--- src/rtl/insn_decoder.sv ---
module insn_decoder #(
  parameter int XLEN = 32
) (
  input  logic            clk,
  input  logic            rst_n,
  input  logic            in_valid,
  input  logic [15:0]     in_word,
  output logic            out_valid,
  output logic [1:0]      fmt,
  output logic [7:0]      op_code,
  output logic [7:0]      op_class,
  output logic [3:0]      reg_a,
  output logic [3:0]      reg_b,
  output logic [7:0]      imm8,
  output logic [3:0]      br_cond,
  output logic [XLEN-1:0] br_off,
  output logic [2:0]      len_bytes,
  output logic            has_ext,
  output logic            shift_op,
  output logic            illegal
);

  localparam int OFFW = 10;
  localparam logic [7:0] C_ALU = 8'h01, C_LD = 8'h02, C_ST = 8'h04, C_BR = 8'h08,
                         C_CALL = 8'h10, C_RET = 8'h20, C_SREG = 8'h40, C_TRAP = 8'h80;

  logic [1:0]      d_fmt;
  logic [7:0]      d_code, d_class, d_imm;
  logic [3:0]      d_ra, d_rb, d_cond;
  logic [XLEN-1:0] d_off;
  logic            d_ext, d_shift, d_ill;

  always_comb begin
    d_fmt   = 2'b00;
    d_code  = 8'h00;
    d_class = 8'h00;
    d_imm   = 8'h00;
    d_ra    = 4'h0;
    d_rb    = 4'h0;
    d_cond  = 4'h0;
    d_off   = '0;
    d_ext   = 1'b0;
    d_shift = 1'b0;
    d_ill   = 1'b0;
    if (!in_word[15]) begin
      d_code = in_word[15:8];
      d_ra   = in_word[7:4];
      d_rb   = in_word[3:0];
      case (d_code)
        8'h00, 8'h02, 8'h05, 8'h0e, 8'h26, 8'h29, 8'h2a, 8'h2b, 8'h2c,
        8'h2e, 8'h2f, 8'h31, 8'h32, 8'h33, 8'h34:  d_class = C_ALU;
        8'h27, 8'h28, 8'h2d: begin d_class = C_ALU; d_shift = 1'b1; end
        8'h01, 8'h1b, 8'h20: begin d_class = C_ALU;  d_ext = 1'b1; end
        8'h07, 8'h0a, 8'h1c, 8'h21:                d_class = C_LD;
        8'h08, 8'h0c, 8'h1d, 8'h22, 8'h36, 8'h38:
                             begin d_class = C_LD;   d_ext = 1'b1; end
        8'h06, 8'h0b, 8'h1e, 8'h23:                d_class = C_ST;
        8'h09, 8'h0d, 8'h1f, 8'h24, 8'h37, 8'h39:
                             begin d_class = C_ST;   d_ext = 1'b1; end
        8'h03:               begin d_class = C_CALL; d_ext = 1'b1; end
        8'h19:                                     d_class = C_CALL;
        8'h04:                                     d_class = C_RET;
        8'h1a:               begin d_class = C_BR;   d_ext = 1'b1; end
        8'h25:                                     d_class = C_BR;
        8'h30:               begin d_class = C_TRAP; d_ext = 1'b1; end
        8'h35:                                     d_class = C_TRAP;
        default:                                   d_ill = 1'b1;
      endcase
    end else if (!in_word[14]) begin
      d_fmt   = 2'b10;
      d_code  = {6'b0, in_word[13:12]};
      d_ra    = in_word[11:8];
      d_imm   = in_word[7:0];
      d_class = in_word[13] ? C_SREG : C_ALU;
    end else begin
      d_fmt  = 2'b11;
      d_cond = in_word[13:10];
      d_code = {4'b0, d_cond};
      d_off  = {{(XLEN-OFFW-1){in_word[OFFW-1]}}, in_word[OFFW-1:0], 1'b0};
      if (d_cond <= 4'd9) d_class = C_BR;
      else                d_ill   = 1'b1;
    end
  end

  always_ff @(posedge clk) begin
    if (!rst_n) begin
      out_valid <= 1'b0;
      fmt       <= '0;
      op_code   <= '0;
      op_class  <= '0;
      reg_a     <= '0;
      reg_b     <= '0;
      imm8      <= '0;
      br_cond   <= '0;
      br_off    <= '0;
      len_bytes <= '0;
      has_ext   <= 1'b0;
      shift_op  <= 1'b0;
      illegal   <= 1'b0;
    end else begin
      out_valid <= in_valid;
      if (in_valid) begin
        fmt       <= d_fmt;
        op_code   <= d_code;
        op_class  <= d_class;
        reg_a     <= d_ra;
        reg_b     <= d_rb;
        imm8      <= d_imm;
        br_cond   <= d_cond;
        br_off    <= d_off;
        len_bytes <= d_ext ? 3'd6 : 3'd2;
        has_ext   <= d_ext;
        shift_op  <= d_shift;
        illegal   <= d_ill;
      end
    end
  end

endmodule

--- config.mk ---
export PLATFORM = sky130hd
export DESIGN_NAME = insn_decoder
export DESIGN_NICKNAME = d
export VERILOG_FILES = /design/src/rtl/insn_decoder.sv
export SDC_FILE = /design/constraint.sdc
export NUM_CORES = 1
export LEC_CHECK = 0
export CAP_MARGIN = 0
export CORE_MARGIN = 1
export CORE_UTILIZATION = 49
export DETAILED_ROUTE_END_ITERATION = 16
export PLACE_DENSITY = 0.95
export SYNTH_ARGS = -nofsm -noshare
export SYNTH_HDL_FRONTEND = slang
export SYNTH_SLANG_ARGS = --single-unit
--- constraint.sdc ---
create_clock -name clk -period 4.53 [get_ports clk]
set_input_delay 0.906 -clock clk [delete_from_list [all_inputs] [get_ports clk]]
set_output_delay 0.906 -clock clk [all_outputs]
set_load 0.01 [all_outputs]
## Yosys cells after proc, flatten, opt, wreduce, memory -nomap -nowiden

Cells that the tools add are included.

- Bits in registers: 77
- Input bits: 19
- Output and inout bits: 77

- $lt $le $gt $ge: 1
- Equal/unequal tests: 47
- Mux-type cells: 27
- Reduce and logical (&&, ||, !) cells: 10

Operator list:

| kind | count |
|---|---|
| $eq A8 B6 Y1 const B | 26 |
| $mux W32 | 2 |
| $eq A8 B4 Y1 const B | 7 |
| $eq A8 B5 Y1 const B | 7 |
| $pmux W8 S7 | 1 |
| $reduce_or A48 Y1 | 1 |
| $eq A8 B3 Y1 const B | 4 |
| $mux W4 | 7 |
| $mux W8 | 3 |
| $mux W7 | 3 |
| $reduce_or A21 Y1 | 1 |
| $reduce_or A10 Y1 | 2 |
| $reduce_or A18 Y1 | 1 |
| $eq A8 B2 Y1 const B | 2 |
| $mux W1 | 9 |
| $eq A8 B1 Y1 const B | 1 |
| $logic_not A8 Y1 | 1 |
| $reduce_or A2 Y1 | 3 |
| $le A4 B4 Y1 const B | 1 |
| $mux W3 | 1 |
| $reduce_or A3 Y1 | 1 |
| $mux W2 | 1 |

## Logic depth before layout (Yosys ltp)

Gate-level depths: netlist of the first run.

- Depth in word-level cells: 5
- Gate-level depth with buffers: 7

## Least setup slack after synthesis of the first run

No wires, ideal clock.

- Path kind: input to register
- Start: input port in_word[14]
- End: register illegal
- Setup time: 0.119 ns
- Arrival: 2.141 ns
- Required time: 4.411 ns
- Path slack: 2.269 ns
- Stages on the path: 7
- Path buffers: 2
- Cells stage by stage: buf_6 -> or4_4 -> buf_6 -> o32ai_2 -> a211oi_1 -> nand4_1 -> o31ai_1

- Longest elaborated chain between the ends: 4
- Elaborated cells between the ends (all ways): 52
- Those cells by class: eq/ne (47); mux (3); reduce/logical (2)

RTL lines:

| what | line | source |
|---|---|---|
| from (decl) | 7 | `input logic [15:0] in_word,` |
| $eq A8 B6 Y1 (tied with other cells) | 49 | `case (d_code)` |
| $reduce_or A48 Y1 (no source line) | - |  |
| $mux W1 | 49 |  |
| $mux W1 * | 45 | `if (!in_word[15]) begin` |
| to (signal assigned) | 114 | `illegal <= d_ill;` |
| to (decl) | 20 | `output logic illegal` |

Every way passes the cells marked *; elsewhere a longest branch is shown, timed or not.
A chain may end at the register's enable or synchronous reset.

==> flow_metrics.env, run 1 <==
export IMPL_outcome="completed"
export IMPL_start_util_pct=52.49
export IMPL_finalPower_uw=940.1
export IMPL_die_area_um2=5951
export IMPL_ys_ff_latch=52
export IMPL_multi_input_area_um2=1355
export IMPL_drive_above_1_share_pct=6.983
export IMPL_crit_chain="clkdlybuf4s50_1, nand2_1, nor2_1, nand2_1, nand2_1"
export IMPL_seqPwrFrac_pct=51.4
export IMPL_hpwl_mm=5.421
export IMPL_tritoncts="yes"
export IMPL_grt_ovfl_total=0
export IMPL_clkTransAtPathRegs_ns=0.11
export IMPL_whs_path_depth=2
export IMPL_rr_worst_depth=4
export IMPL_routabilityCongestion=0.9670
export IMPL_nFillCells=431
export IMPL_setup_tns_ns=0
export IMPL_cts_hold_buf=0
export IMPL_port_buffer_count=92
export IMPL_first_pass_iters=5
export IMPL_end_kind="register"
export IMPL_finalMaxSlewViolations=0
export IMPL_post_synth_cell_area_avg_um2=9.041
export IMPL_synth_cells=306
export IMPL_peakVddDrop_mv=0.1571
export IMPL_cts_sinks=52
export IMPL_rsz0062_at_grt="no"
export IMPL_crit_required_ns=4.78
export IMPL_grt_total_usage_pct=25.98
export IMPL_postRouteAntennaNets=0
export IMPL_chipWidth_um=77.14
export IMPL_p_leak_nw=1.345
export IMPL_ff_latch_area_um2=1041
export IMPL_die_h_um=77.14
export IMPL_synthFlopType="dfxtp_1"
export IMPL_switching_power_uw=271.9
export IMPL_synth_edf_count=0
export IMPL_via_per_inst=6.182
export IMPL_rows=26
export IMPL_p_per_area_nw_per_um2=261.8
export IMPL_area_growth_pct=29.81
export IMPL_coreArea_um2=5270
export IMPL_synth_most_common_cell="dfxtp_1"
export IMPL_yosys_warnings=0
export IMPL_cp_buffers_inverters=1
export IMPL_synthDistinctLibCells=59
export IMPL_synth_area_leaders="dfxtp_1 (38%), a22o_1 (10%), buf_4 (7.1%), buf_2 (2.4%), mux2i_1 (2.2%)"
export IMPL_cts_resized=0
export IMPL_drt_iter0_drc=312
export IMPL_cp_top_family="simple AND/OR/NAND/NOR gates"
export IMPL_pin_count=96
export IMPL_drv_cap=0
export IMPL_postCtsSetupRepairBufs=0
export IMPL_drcViolationCount=0
export IMPL_yosysTopAreaCell="dfxtp_1"
export IMPL_path_depth=5
export IMPL_cts_max_level=2
export IMPL_worst_setup_path_type="primary input to register"
export IMPL_cts_buffers=5
export IMPL_n_antenna_cell=0
export IMPL_hp_class="register to register"
export IMPL_clk_latency_ns=0.31
export IMPL_intPower_uw=668.1
export IMPL_crit_path_max_fanout=22
export IMPL_cpMostUsedCell="nand2_1"
export IMPL_arrival_ns=3.34
export IMPL_grt_pass1_wl_mm=12.54
export IMPL_hold_viol=0
export IMPL_grt_max_degree=29
export IMPL_drt_wl_total_mm=7.706
export IMPL_worst_pin_slew_ns=1.052
export IMPL_grt_pass1_vias=2325
export IMPL_worst_path_largest_cell_delay_ns=0.99
export IMPL_slew_headroom_pct=29.58
export IMPL_crit_path_start_kind="primary input"
export IMPL_num_vias=2646
export IMPL_clock_fmax_ghz=0.3235
export IMPL_routedWlPerCell_um=18.00
export IMPL_switching_share_pct=28.93
export IMPL_yosys_area_top_type_share_pct=37.63
export IMPL_crit_slowest_cell="clkdlybuf4s50_1"
export IMPL_power_frac_clock_pct=30.1
export IMPL_synthArstFlopShare_pct=0
export IMPL_setup_viol=0
export IMPL_root_buffer="clkbuf_8"
export IMPL_ys_seq_area_share_pct=37.63
export IMPL_antenna_found_initial=0
export IMPL_synthTopCellsByCount="dfxtp_1 (52), a22o_1 (33), buf_4 (26)"
export IMPL_period_minus_slack_ns=3.091
export IMPL_p_comb_share_pct=18.4
export IMPL_clk_path_buf_depth=2
export IMPL_finalCritPeriodShare_pct=68.23
export IMPL_synth_area_um2=2766
export IMPL_finClkSkew_ns=0
export IMPL_nets=376
[layout make-up]
cell class / instances / share of cell area (%)
Clock buffer: 5 / 1.916
Clock inverter: 3 / 0.7666
Inverter: 10 / 1.045
Multi-Input combinational cell: 189 / 37.74
Sequential cell: 52 / 28.99
Tap cell: 70 / 2.439
Timing Repair Buffer: 99 / 27.11
[state kept, by name, summed over array words and instances, names as in the netlist]
name       cells
br_cond        4
br_off        10
fmt            2
illegal        1
imm8           8
len_bytes      2
op_class       8
op_code        7
out_valid      1
reg_a          4
reg_b          4
shift_op       1
[power groups by stage]
| stage | combinational, mW | sequential, mW | clock [mW] |
|---|---|---|---|
| 3_5_place_dp | 0.170 | 0.494 | 0 |
| 3_3_place_gp | 0.169 | 0.493 | 0 |
| 6_report | 0.173 | 0.484 | 0.283 |
| 4_1_cts | 0.171 | 0.484 | 0.290 |
| 5_1_grt | 0.185 | 0.486 | 0.314 |
| 2_1_floorplan | 0.0939 | 0.500 | 0 |
[cells in the final DEF, fill, tap and decap left out, drive strengths merged, types with 2 or more instances in the layout]
cell type      count
o2bb2ai            2
conb               3
nor4b              2
clkbuf             5
a222oi             3
nor3               8
a32o               3
a21boi             2
a31oi              3
o211ai             2
nor2              11
nor3b              2
a21o               2
nor4               8
dfxtp             52
a211oi             2
nand4              6
a22oi              2
nand2b             7
o31ai              4
a21oi              4
or3                2
clkdlybuf4s50     92
and3               3
o21ai              7
or4                2
xor2               2
nand2             12
nor4bb             2
nand3              6
a22o              33
o32ai              3
o22ai              5
nand3b             4
or3b               3
or2                2
nor2b              9
buf                7
mux2i              6
inv               11
[worst register-to-register path, cell delays in order, from the launching register on]
cell and delay (ns):
dfxtp_1 0.41, o211ai_1 0.11, nor3_1 0.21, nand4_1 0.13
o31ai_1 0.23
[per-stage QoR]
step | util, % | cells | instance area [um^2] | setup slack [ns] | hold WS [ns]
after global placement | 66.31 | 420 | 3495 | 1.195 | 0.4355
after CTS | 68.14 | 428 | 3591 | 1.499 | 0.4646
final | 68.14 | 428 | 3591 | 1.439 | 0.4605
after detailed placement | 66.31 | 420 | 3495 | 1.184 | 0.4442
after global routing | 68.14 | 428 | 3591 | 1.216 | 0.4871
after floorplan | - | 308 | 2774 | 2.269 | 0.4666
[path summary, 6_finish.rpt]
kind	from	end	slack [ns]
hold reg to reg	br_cond[3]	br_cond[3]	0.46
hold / removal	br_cond[3]	br_cond[3]	0.46
setup reg to reg	illegal	illegal	3.36
setup / recovery	in_valid	op_code[3]	1.44
[cells by family (layout without fill, tap and decap cells)]
group,Yosys count,in the layout,synth area share [%]
and+or+nand+nor,92,92,19.86
AOI/OAI and AO/OA,86,86,25.83
buffers and inverters,67,117,13.75
DFF,52,52,37.63
muxes,6,6,2.171
xor gates and xnor gates,2,2,0.6333
other,1,3,0.1356
[routing by layer]
layer  wire length, um  GRT usage (%)  part of all wire (%)
met1              3248          35.32                    42
met2              3603          41.50                    47
met3               746          5.714                   9.7
met4               108          6.415                   1.4
met5                 0              0                     0
Power figures use the tool's default switching activity.
==> inputs of run 2 (changes only) <==
Settings changed: CORE_UTILIZATION 49 to 45, PLACE_DENSITY 0.95 to 0.91.
Clock period 4.53 ns to 3.1 ns, I/O delays scaled along.
==> run 2 against run 1 <==
Via count down 0.79%. Count of clock-buffer cells in the layout up 1. Routed wire length up 2.6%. Global-route usage down 1.1 points. Register-to-register slack worse by 1.4 ns. Sequential power up 46%. Combinational power up 55%. Largest power group unchanged.
==> flow_metrics.env, run 2 (synthesized netlist as in run 1, its figures left out) <==
export IMPL_final_util_pct=63.17
export IMPL_die_area_um2=6465
export IMPL_arrival_ns=2.65
export IMPL_whs_path_depth=1
export IMPL_largestRegisters="br_off x10, imm8 x8, op_class x8"
export IMPL_p_leak_nw=1.436
export IMPL_cts_buffers=5
export IMPL_finalCritPeriodShare_pct=77.32
export IMPL_num_vias=2625
export IMPL_clkTransAtPathRegs_ns=0.09
export IMPL_worst_setup_path_type="primary input to register"
export IMPL_drcViolationCount=0
export IMPL_first_pass_iters=5
export IMPL_crit_path_start_kind="primary input"
export IMPL_finalMaxSlewViolations=0
export IMPL_crit_path_max_fanout=15
export IMPL_area_growth_pct=35.19
export IMPL_via_per_inst=5.833
export IMPL_coreArea_um2=5921
export IMPL_final_common_cell="clkdlybuf4s50_1"
export IMPL_setup_viol=0
export IMPL_ff_latch_area_um2=1041
export IMPL_postRouteAntennaNets=0
export IMPL_drive_above_1_share_pct=10.93
export IMPL_met1_length_mm=3.422
export IMPL_top_register="br_off"
export IMPL_highest_layer="met4"
export IMPL_drt_wl_total_mm=7.906
export IMPL_n_antenna_cell=0
export IMPL_multi_input_area_um2=1355
export IMPL_outcome="completed"
export IMPL_cts_sinks=52
export IMPL_postCtsSetupRepairBufs=0
export IMPL_rr_worst_depth=4
export IMPL_mostFrequentLayoutCells="clkdlybuf4s50_1 (92), dfxtp_1 (52), a22o_1 (33)"
export IMPL_clk_path_buf_depth=2
export IMPL_hold_end="br_off[5]"
export IMPL_grt_pass1_vias=2432
export IMPL_largest_register_ffs=10
export IMPL_routedWlPerCell_um=17.57
export IMPL_crit_slowest_cell="clkdlybuf4s50_1"
export IMPL_hold_ws_ns=0.4785
export IMPL_root_buffer="clkbuf_8"
export IMPL_clk_latency_ns=0.30
export IMPL_start_util_pct=46.72
export IMPL_worst_path_largest_cell_delay_ns=0.79
export IMPL_end_kind="register"
export IMPL_rows=28
export IMPL_met2WireLength_mm=3.806
export IMPL_rsz0062_at_grt="no"
export IMPL_grt_pass1_wl_mm=12.44
export IMPL_finClkSkew_ns=0
export IMPL_cp_startpoint="in_word[9]"
export IMPL_pin_count=96
export IMPL_setup_tns_ns=0
export IMPL_grt_total_usage_pct=24.84
export IMPL_regToRegSetupSlack_ns=1.99
export IMPL_cts_hold_buf=0
export IMPL_peakVddDrop_mv=0.2262
export IMPL_grt_max_degree=29
export IMPL_cts_max_level=2
export IMPL_routed_wl_met3_um=574
export IMPL_hp_class="register to register"
export IMPL_die_h_um=80.41
export IMPL_hold_viol=0
export IMPL_routabilityCongestion=0.9418
export IMPL_port_buffer_count=92
export IMPL_tritoncts="yes"
export IMPL_chipWidth_um=80.41
export IMPL_drt_iter0_drc=164
export IMPL_slew_headroom_pct=59.21
export IMPL_nFillCells=508
export IMPL_regToRegStartpoint="illegal"
export IMPL_r2r_end="illegal"
export IMPL_nets=393
export IMPL_p_per_area_nw_per_um2=385.2
export IMPL_antenna_found_initial=0
export IMPL_cts_resized=0
export IMPL_clock_fmax_ghz=0.4172
export IMPL_drv_cap=0
export IMPL_crit_required_ns=3.35
export IMPL_hpwl_mm=5.786
export IMPL_grt_ovfl_total=0
export IMPL_worst_pin_slew_ns=0.6110
export IMPL_worstHoldStart="br_off[5]"
export IMPL_period_minus_slack_ns=2.397
export IMPL_crit_chain="clkdlybuf4s50_1, or3b_1, a2111oi_0, o31ai_1, o211ai_1, a22o_1"
run 2: worst max path at each step:
stage,to,slack (ns),cells past startpoint
finish,op_class[1],0.70,6
CTS,op_class[1],0.73,6
global placement,op_class[1],0.40,6
floorplan,illegal,1.13,7
detailed placement,op_class[1],0.41,6
global route,illegal,0.49,6
run 2: per-stage QoR:
stage                     worst slack (ns)  power (mW)  cells  instance area (um^2)
final                               0.7030       1.440    450                  3740
after global routing                0.4942       1.500    450                  3740
after CTS                           0.7342       1.446    450                  3740
after detailed placement            0.4120      0.9876    442                  3628
after global placement              0.4025      0.9847    442                  3628
after floorplan                      1.125      0.8677    308                  2774
run 2: cell type report:
class                      count  share of cell area [%]
inverter                      10                   1.004
clock buffer                   6                   1.940
timing repair buffer         116                   29.44
sequential                    52                   27.84
multi-input combinational    189                   36.23
tap                           75                   2.509
clock inverter                 2                   1.037
run 2: worst max-delay path, delay by kind of cell:
family | cells | cell delay [ns]
buffers and inverters | 1 | 0.79
AND/OR/NAND/NOR | 1 | 0.39
AO/OA/AOI/OAI | 4 | 0.85
run 2: power breakdown:
| part | switching [mW] | total (mW) | internal (mW) | leakage (nW) |
|---|---|---|---|---|
| combinational | 0.138 | 0.269 | 0.131 | 0.957 |
| clock | 0.221 | 0.465 | 0.244 | 0.0558 |
| sequential | 0.0150 | 0.706 | 0.691 | 0.424 |
| total | 0.375 | 1.44 | 1.07 | 1.44 |
run 2: routing by layer:
metal / vias up / track usage (%)
li1: 1248 / -
met1: 1246 / 32.15
met2: 118 / 41.69
met3: 13 / 4.773
met4: 0 / 6.964
met5: - / 0
